`config.mk`:
```
export PLATFORM = sky130hd
export DESIGN_NAME = dacif_octal
export DESIGN_NICKNAME = d
export VERILOG_FILES = /design/src/rtl/dacif_pkg.sv /design/src/rtl/dacif_stage_rank.sv /design/src/rtl/dacif_out_rank.sv /design/src/rtl/dacif_out_stage.sv /design/src/rtl/dacif_octal.sv
export SDC_FILE = /design/constraint.sdc
export NUM_CORES = 1
export LEC_CHECK = 0
export BUFFER_PORTS_ARGS = -buffer_cell sky130_fd_sc_hd__buf_4
export CELL_PAD_IN_SITES_DETAIL_PLACEMENT = 1
export CELL_PAD_IN_SITES_GLOBAL_PLACEMENT = 1
export CORE_ASPECT_RATIO = 1.4
export CORE_UTILIZATION = 40
export CTS_BUF_LIST = sky130_fd_sc_hd__clkbuf_4 sky130_fd_sc_hd__clkbuf_8 sky130_fd_sc_hd__clkbuf_16
export DETAILED_ROUTE_END_ITERATION = 10
export PLACE_DENSITY_LB_ADDON = 0.1
export RECOVER_POWER = 50
export SYNTH_ARGS = -nofsm -noshare
export SYNTH_HDL_FRONTEND = slang
export SYNTH_SLANG_ARGS = --single-unit
```
`constraint.sdc`:
```
create_clock -name clk -period 1.4 [get_ports clk]
set_clock_uncertainty 0.1 [all_clocks]
set_input_delay 0.21 -clock clk [delete_from_list [all_inputs] [get_ports clk]]
set_output_delay 0.21 -clock clk [all_outputs]
set_load 0.05 [all_outputs]
```
`src/rtl/dacif_pkg.sv`:
```
package dacif_pkg;

    localparam int NCH    = 8;
    localparam int CODE_W = 13;
    localparam int SEL_W  = $clog2(NCH);

    typedef struct packed {
        logic cs_n;
        logic wr_n;
        logic upd_n;
        logic clr_n;
    } strobe_t;

    function automatic logic write_open(strobe_t s);
        return !s.cs_n && !s.wr_n;
    endfunction

    function automatic logic update_open(strobe_t s);
        return !s.upd_n;
    endfunction

    function automatic logic clear_active(strobe_t s);
        return !s.clr_n;
    endfunction

endpackage

```
`src/rtl/dacif_stage_rank.sv`:
```
module dacif_stage_rank #(
    parameter int NCH    = 8,
    parameter int CODE_W = 13,
    parameter int SEL_W  = $clog2(NCH)
) (
    input  logic                          clk,
    input  logic                          rst,
    input  logic                          wen,
    input  logic [SEL_W-1:0]              sel,
    input  logic [CODE_W-1:0]             din,
    output logic [NCH-1:0][CODE_W-1:0]    stg_nxt,
    output logic [NCH-1:0][CODE_W-1:0]    stg_q
);

    logic [NCH-1:0] hit;

    always_comb begin
        for (int i = 0; i < NCH; i++) begin
            hit[i]     = wen && (sel == SEL_W'(i));
            stg_nxt[i] = hit[i] ? din : stg_q[i];
        end
    end

    always_ff @(posedge clk) begin
        if (rst) stg_q <= '0;
        else     stg_q <= stg_nxt;
    end

    assert_closed_hold_R3: assert property (@(posedge clk) disable iff (rst)
        !wen |=> $stable(stg_q));

    for (genvar g = 0; g < NCH; g++) begin : g_chk
        assert_other_hold_R2: assert property (@(posedge clk) disable iff (rst)
            (wen && sel != SEL_W'(g)) |=> $stable(stg_q[g]));
        assert_follow_R4: assert property (@(posedge clk) disable iff (rst)
            (wen && sel == SEL_W'(g)) |=> stg_q[g] == $past(din));
    end

endmodule

```
`src/rtl/dacif_out_rank.sv`:
```
module dacif_out_rank #(
    parameter int NCH    = 8,
    parameter int CODE_W = 13
) (
    input  logic                          clk,
    input  logic                          rst,
    input  logic                          upd_en,
    input  logic [NCH-1:0][CODE_W-1:0]    stg_nxt,
    input  logic [NCH-1:0][CODE_W-1:0]    stg_q,
    output logic [NCH-1:0][CODE_W-1:0]    dac_nxt,
    output logic [NCH-1:0][CODE_W-1:0]    dac_q
);

    always_comb dac_nxt = upd_en ? stg_nxt : dac_q;

    always_ff @(posedge clk) begin
        if (rst) dac_q <= '0;
        else     dac_q <= dac_nxt;
    end

    assert_update_copy_R5: assert property (@(posedge clk) disable iff (rst)
        upd_en |=> dac_q == stg_q);
    assert_update_hold_R5: assert property (@(posedge clk) disable iff (rst)
        !upd_en |=> $stable(dac_q));

endmodule

```
`src/rtl/dacif_out_stage.sv`:
```
module dacif_out_stage #(
    parameter int NCH    = 8,
    parameter int CODE_W = 13
) (
    input  logic                          clk,
    input  logic                          rst,
    input  logic                          clr_en,
    input  logic [NCH-1:0][CODE_W-1:0]    dac_nxt,
    input  logic [NCH-1:0][CODE_W-1:0]    dac_q,
    output logic [NCH-1:0][CODE_W-1:0]    code_o,
    output logic [NCH-1:0]                forced_o
);

    always_ff @(posedge clk) begin
        if (rst) begin
            code_o   <= '0;
            forced_o <= '0;
        end else begin
            forced_o <= {NCH{clr_en}};
            for (int i = 0; i < NCH; i++)
                code_o[i] <= clr_en ? '0 : dac_nxt[i];
        end
    end

    assert_clear_zero_R7: assert property (@(posedge clk) disable iff (rst)
        clr_en |=> (code_o == '0) && (&forced_o));
    assert_release_show_R7: assert property (@(posedge clk) disable iff (rst)
        !clr_en |=> (code_o == dac_q) && (forced_o == '0));

endmodule

```
`src/rtl/dacif_octal.sv`:
```
module dacif_octal
    import dacif_pkg::*;
#(
    parameter int NCH    = dacif_pkg::NCH,
    parameter int CODE_W = dacif_pkg::CODE_W,
    parameter int SEL_W  = $clog2(NCH)
) (
    input  logic                          clk,
    input  logic                          rst,
    input  logic                          cs_n,
    input  logic                          wr_n,
    input  logic                          upd_n,
    input  logic                          clr_n,
    input  logic [SEL_W-1:0]              sel,
    input  logic [CODE_W-1:0]             din,
    output logic [NCH-1:0][CODE_W-1:0]    code_o,
    output logic [NCH-1:0]                forced_o
);

    strobe_t strb;
    logic    wen, upd_en, clr_en;
    logic [NCH-1:0][CODE_W-1:0] stg_nxt, stg_q, dac_nxt, dac_q;

    always_comb begin
        strb   = '{cs_n: cs_n, wr_n: wr_n, upd_n: upd_n, clr_n: clr_n};
        wen    = write_open(strb);
        upd_en = update_open(strb);
        clr_en = clear_active(strb);
    end

    dacif_stage_rank #(.NCH(NCH), .CODE_W(CODE_W), .SEL_W(SEL_W)) u_stage (
        .clk(clk), .rst(rst), .wen(wen), .sel(sel), .din(din),
        .stg_nxt(stg_nxt), .stg_q(stg_q)
    );

    dacif_out_rank #(.NCH(NCH), .CODE_W(CODE_W)) u_out (
        .clk(clk), .rst(rst), .upd_en(upd_en),
        .stg_nxt(stg_nxt), .stg_q(stg_q),
        .dac_nxt(dac_nxt), .dac_q(dac_q)
    );

    dacif_out_stage #(.NCH(NCH), .CODE_W(CODE_W)) u_drv (
        .clk(clk), .rst(rst), .clr_en(clr_en),
        .dac_nxt(dac_nxt), .dac_q(dac_q),
        .code_o(code_o), .forced_o(forced_o)
    );

    assert_reset_clear_R1: assert property (@(posedge clk)
        $past(rst) |-> (code_o == '0) && (forced_o == '0));

    assert_pass_through_R6: assert property (@(posedge clk) disable iff (rst)
        (wen && upd_en && !clr_en) |=> code_o[$past(sel)] == $past(din));

endmodule

```
=== Yosys cells after proc, flatten, opt, wreduce, memory -nomap -nowiden ===
Index checks and enable logic that the tools add are counted.

* Flip-flop bits (word level): 313
* Bits in latches: 0
* Bits in writable memories: 0
* Bits in read-only memories: 0
* Input port bits: 22
* Output and inout bits: 112
* Word-level logic and storage cells: 56
* Memories: 0

* Add/sub/neg operators: 0
* Multiply operators: 0
* Divide/modulo/power cells: 0
* Order comparisons: 0
* Equality and inequality tests: 7
* Shifts and indexed selects: 0
* Mux-type cells: 9
* Bitwise gates (word level): 1
* Reduce and logical (&&, ||, !) cells: 14

{| class="wikitable"
|+ Operators by type and width
! kind !! number
|-
| 104-bit 2-to-1 mux || 1
|-
| 13-bit 2-to-1 mux || 8
|-
| 3-bit == test, second input constant || 4
|-
| 1-bit logical AND || 9
|-
| 3-bit by 2-bit == test with 1-bit output, second input constant || 2
|-
| 3-bit by 1-bit == test with 1-bit output, second input constant || 1
|-
| 1-bit zero test || 3
|-
| 3-bit zero test || 1
|-
| 2-bit OR reduction || 1
|-
| 1-bit inverter || 1
|}

=== Logic depth before layout (Yosys ltp) ===
* Depth after elaboration: 5
* Gate-level depth with buffers: 5
* Mapped depth without buffers: 3

=== Cells and area by module ===
Synthesis repeated with hierarchy kept, for this count alone.

* Cells, all modules: 1065
* Area, all modules: 13038.8 um2

{| class="wikitable"
|+ By module, submodules not included
! module !! instances !! cells an instance !! area an instance (um2)
|-
| dacif_stage_rank || 1 || 486 || 5360.1
|-
| dacif_out_rank || 1 || 335 || 4274.1
|-
| dacif_out_stage || 1 || 241 || 3393.3
|-
| dacif_octal || 1 || 3 || 11.3
|}

=== Worst setup path before layout ===
Ideal clock, no wire load.

* Path kind: input port to flip-flop
* Start: in sel[2]
* End: reg u_out.dac_q[19] (netlist bit)
* Library setup time: 0.132 ns
* Arrival: 1.161 ns
* Setup slack: 0.007 ns
* Stages on the path: 5
* Cell sequence: or3_4 -> buf_2 -> buf_6 -> o21ai_0 -> a21oi_1

* Longest elaborated chain between the ends: 4

{| class="wikitable"
|+ Ends and longest elaborated chain
! what !! RTL line !! source
|-
| start, declared || dacif_octal.sv:14 || <nowiki>input logic [SEL_W-1:0] sel,</nowiki>
|-
| 3-bit by 1-bit == test with 1-bit output || dacif_stage_rank.sv:19 || <nowiki>hit[i] = wen && (sel == SEL_W'(i));</nowiki>
|-
| 1-bit logical AND || dacif_stage_rank.sv:19 ||
|-
| 13-bit 2-to-1 mux || dacif_stage_rank.sv:20 || <nowiki>stg_nxt[i] = hit[i] ? din : stg_q[i];</nowiki>
|-
| 104-bit 2-to-1 mux || dacif_out_rank.sv:14 || <nowiki>always_comb dac_nxt = upd_en ? stg_nxt : dac_q;</nowiki>
|-
| end signal, assigned || dacif_out_rank.sv:18 || <nowiki>else dac_q <= dac_nxt;</nowiki>
|-
| end, declared || dacif_out_rank.sv:11 || <nowiki>output logic [NCH-1:0][CODE_W-1:0] dac_q</nowiki>
|}

Every way passes these cells.
A chain may end at the register's enable or synchronous reset.

=== Worst setup path after layout ===
* Start: reg u_drv.forced_o[0] (netlist name)
* End: out forced_o[1]

{| class="wikitable"
|+ RTL lines
! what !! RTL line !! source
|-
| end, declared || dacif_octal.sv:17 || <nowiki>output logic [NCH-1:0] forced_o</nowiki>
|}

No word-level cell between the ends.

==> results_dict.tcl <==
set metrics [dict create \
    run_status "finished, violations left" \
    violations "setup timing" \
    timing.final.ws_setup_ns -0.03678 \
    placement_rows 75 \
    maxSlewViolCount 0 \
    synth.area.top_cells "dfxtp_1, a21oi_1, o21ai_0, nor2b_1, a22oi_1" \
    worst_skew_pair.late_latency_ns 0.52 \
    start_util 0.4063 \
    die-height_um 208.3 \
    vdd_drop_max_mv 1.004 \
    setup_total_negative_slack_ns -0.2535 \
    vias 11210 \
    post_synth_instance_area_um2 12160 \
    antennaDiodeCount 0 \
    timing.final.setup_violations 9 \
    fp.coreArea_um2 29940 \
    die_w_um 149.4 \
    synth.largest_area_cell "dfxtp_1" \
    routed_wl_um 42150 \
    detailed_place_hpwl_um 27120 \
    max-cap-violations 0 \
    drcViolationCount 0 \
    critical_path.max_stage_delay_ns 0.43 \
    ios 134 \
    synth-seq-cells 313 \
    maxClockFrequency_mhz 696.0 \
    power_density_nw_per_um2 1244 \
    clk_pin_slew_ns 0.07 \
    post_synthesis_sequential_area_ratio 0.5152 \
    ys_warn_count 0 \
    synthesis.nets 1399 \
    critical-path-top-delay-family "flip-flops" \
    start_kind "flip-flop" \
    post_synth_inst_count 1377 \
    grt_usage 0.2701 \
    routed_via_density 5.729 \
    io_buffers 133 \
    firstDrtPassIters 5 \
    clk_path_buf_depth 3 \
    place.gp.congestion 0.7829 \
    die-area_um2 31120 \
    path_cells "buf_6" \
    yosysUniqueCellTypes 27 \
    worst-endpoint-arrival_ns 1.13 \
    fin_crit_sh 1.026 \
    synth_area_per_cell_um2 8.832 \
    fin_worst_hold_slack_ns 0.03793 \
    worstPathRequired_ns 1.09 \
    setup_repair_after_global_routing_missed_its_margin "true" \
    grt_pass1_wl_um 65560 \
    grt_remaining_overflow 0 \
    finalHoldViolations 0 \
    static-leakage-power_nw 5.771 \
    detail_route.iter0.violations 726 \
    route.antenna.remaining_nets 0 \
    cp.buffers_inverters 1 \
    timing.max_slew.rel_slack 0.5727 \
    layout_commonest_cell "a21oi_1" \
    numClockSinks 313 \
    htreeDepth 2 \
    min-delay-path-class "in2reg" \
    crit_slowest_cell "dfxtp_4" \
    worstMarginPinSlew_ns 0.6321 \
    setup.worst_path.class "reg2out" \
    syn_to_final_growth_pct 30.80 \
    design.final.nets 1571 \
    route.detailed.wl_per_inst_um 21.55 \
    grt_max_degree 53 \
    final.min_clock_period_ns 1.437 \
    layout-drive-gt1-share 0.2457 \
    worst_setup_path_end_kind "output pin" \
    cts_buffers 34 \
    clock-root-buffer "clkbuf_16" \
    final_cell_mix "a21oi_1, dfxtp_1, buf_4, o21ai_0, nor2b_1" \
    timing.critical_path.fanout_max 8 \
    first_global_vias 11460 \
    cts_tree "built" \
    n_fill_cell 3444 \
    antenna_violations_before_repair 1 \
    synth.top_cell.area_share 0.5152 \
]
## synthesized netlist by cell type
library cell  number
and4b_1           11
buf_6              3
nand2_1            1
or3_4              1
nand3_1          104
or3b_4             1
nand2b_1           3
dfxtp_1          313
nor3_2             1
and4bb_2          11
a22oi_1           88
nor4bb_1          11
o21ai_1           27
o21ai_0          181
nor4b_1           11
nor3b_2            1
buf_1              5
buf_2             33
a21oi_1          312
buf_4             10
and2_1             1
a32oi_1           16
clkbuf_1         115
clkbuf_2           6
nor2b_1          108
or2_1              1
nor2_1             2
## sequential cells by signal, indices dropped and copies added, names as in the netlist
name / count
u_out.dac_q: 104
u_drv.code_o: 104
u_stage.stg_q: 104
u_drv.forced_o: 1
## cell families (layout without fill, tap and decap cells)
group                  Yosys count  count (layout)  synth area share
flip-flops                     313             313            0.5152
AO/OA/AOI/OAI                  624             624            0.2798
AND/OR/NAND/NOR                268             268            0.1429
buffers and inverters          172             366           0.06204
## area by class of cell
class                           instances  area, µm²  share of cell area
Clock inverter                          6      73.82            0.004641
Sequential cell                       313       6282              0.3949
Timing Repair Buffer                  308       2818              0.1771
Tap cell                              385      481.7             0.03028
Clock buffer                           52       1047             0.06583
Multi-Input combinational cell        892       5205              0.3272
## where the power goes
group	internal (mW)	leakage [nW]	switching (mW)	total, mW
sequential	8.99	2.53	0.0384	9.03
clock	5.37	0.565	3.67	9.03
combinational	0.614	2.68	1.11	1.72
## path summary, 6_finish.rpt
check	depth (start not counted)	start	slack (ns)	end
worst max-delay path	1	u_drv.forced_o[0]	-0.04	forced_o[1]
worst min-delay path	4	din[10]	0.04	u_stage.stg_q[62]
worst max register to register	3	u_stage.stg_q[1]	0.28	u_drv.code_o[1]
worst min register to register	2	u_stage.stg_q[82]	0.37	u_stage.stg_q[82]
## worst reg2reg max path: cells and delay by family, from the launching register on
kind / cells / cell delay (ns)
and+or+nand+nor: 1 / 0.21
DFF: 1 / 0.33
AOI/OAI and AO/OA: 2 / 0.40
## metal layers
layer  share of wire  global-route usage  up-vias
met2            0.49              0.4566      254
li1                -                   -     5312
met4           0.023             0.07952        0
met3           0.046             0.04101       54
met1            0.44              0.3511     5585
met5               0                   0        -
## metrics by stage
stage          power (mW)  utilization  area [µm²]  instances  setup WS (ns)
2_1_floorplan       10.05            -       12160       1377       0.006903
3_3_place_gp        10.92       0.4909       14690       1891        -0.3241
3_5_place_dp        10.94       0.4909       14690       1891        -0.3457
4_1_cts             19.97       0.5333       15960       1956       -0.05505
5_1_grt             20.40       0.5314       15910       1956       -0.07097
6_report            19.78       0.5314       15910       1956       -0.03678
## repair_timing
action	CTS	global route
endpoints found under the setup margin	21	37
buffers inserted	0	0
resized for setup	27	22
hold endpoints to repair	22	0
hold buffers	7	0
(Power assumes the default switching activity.)
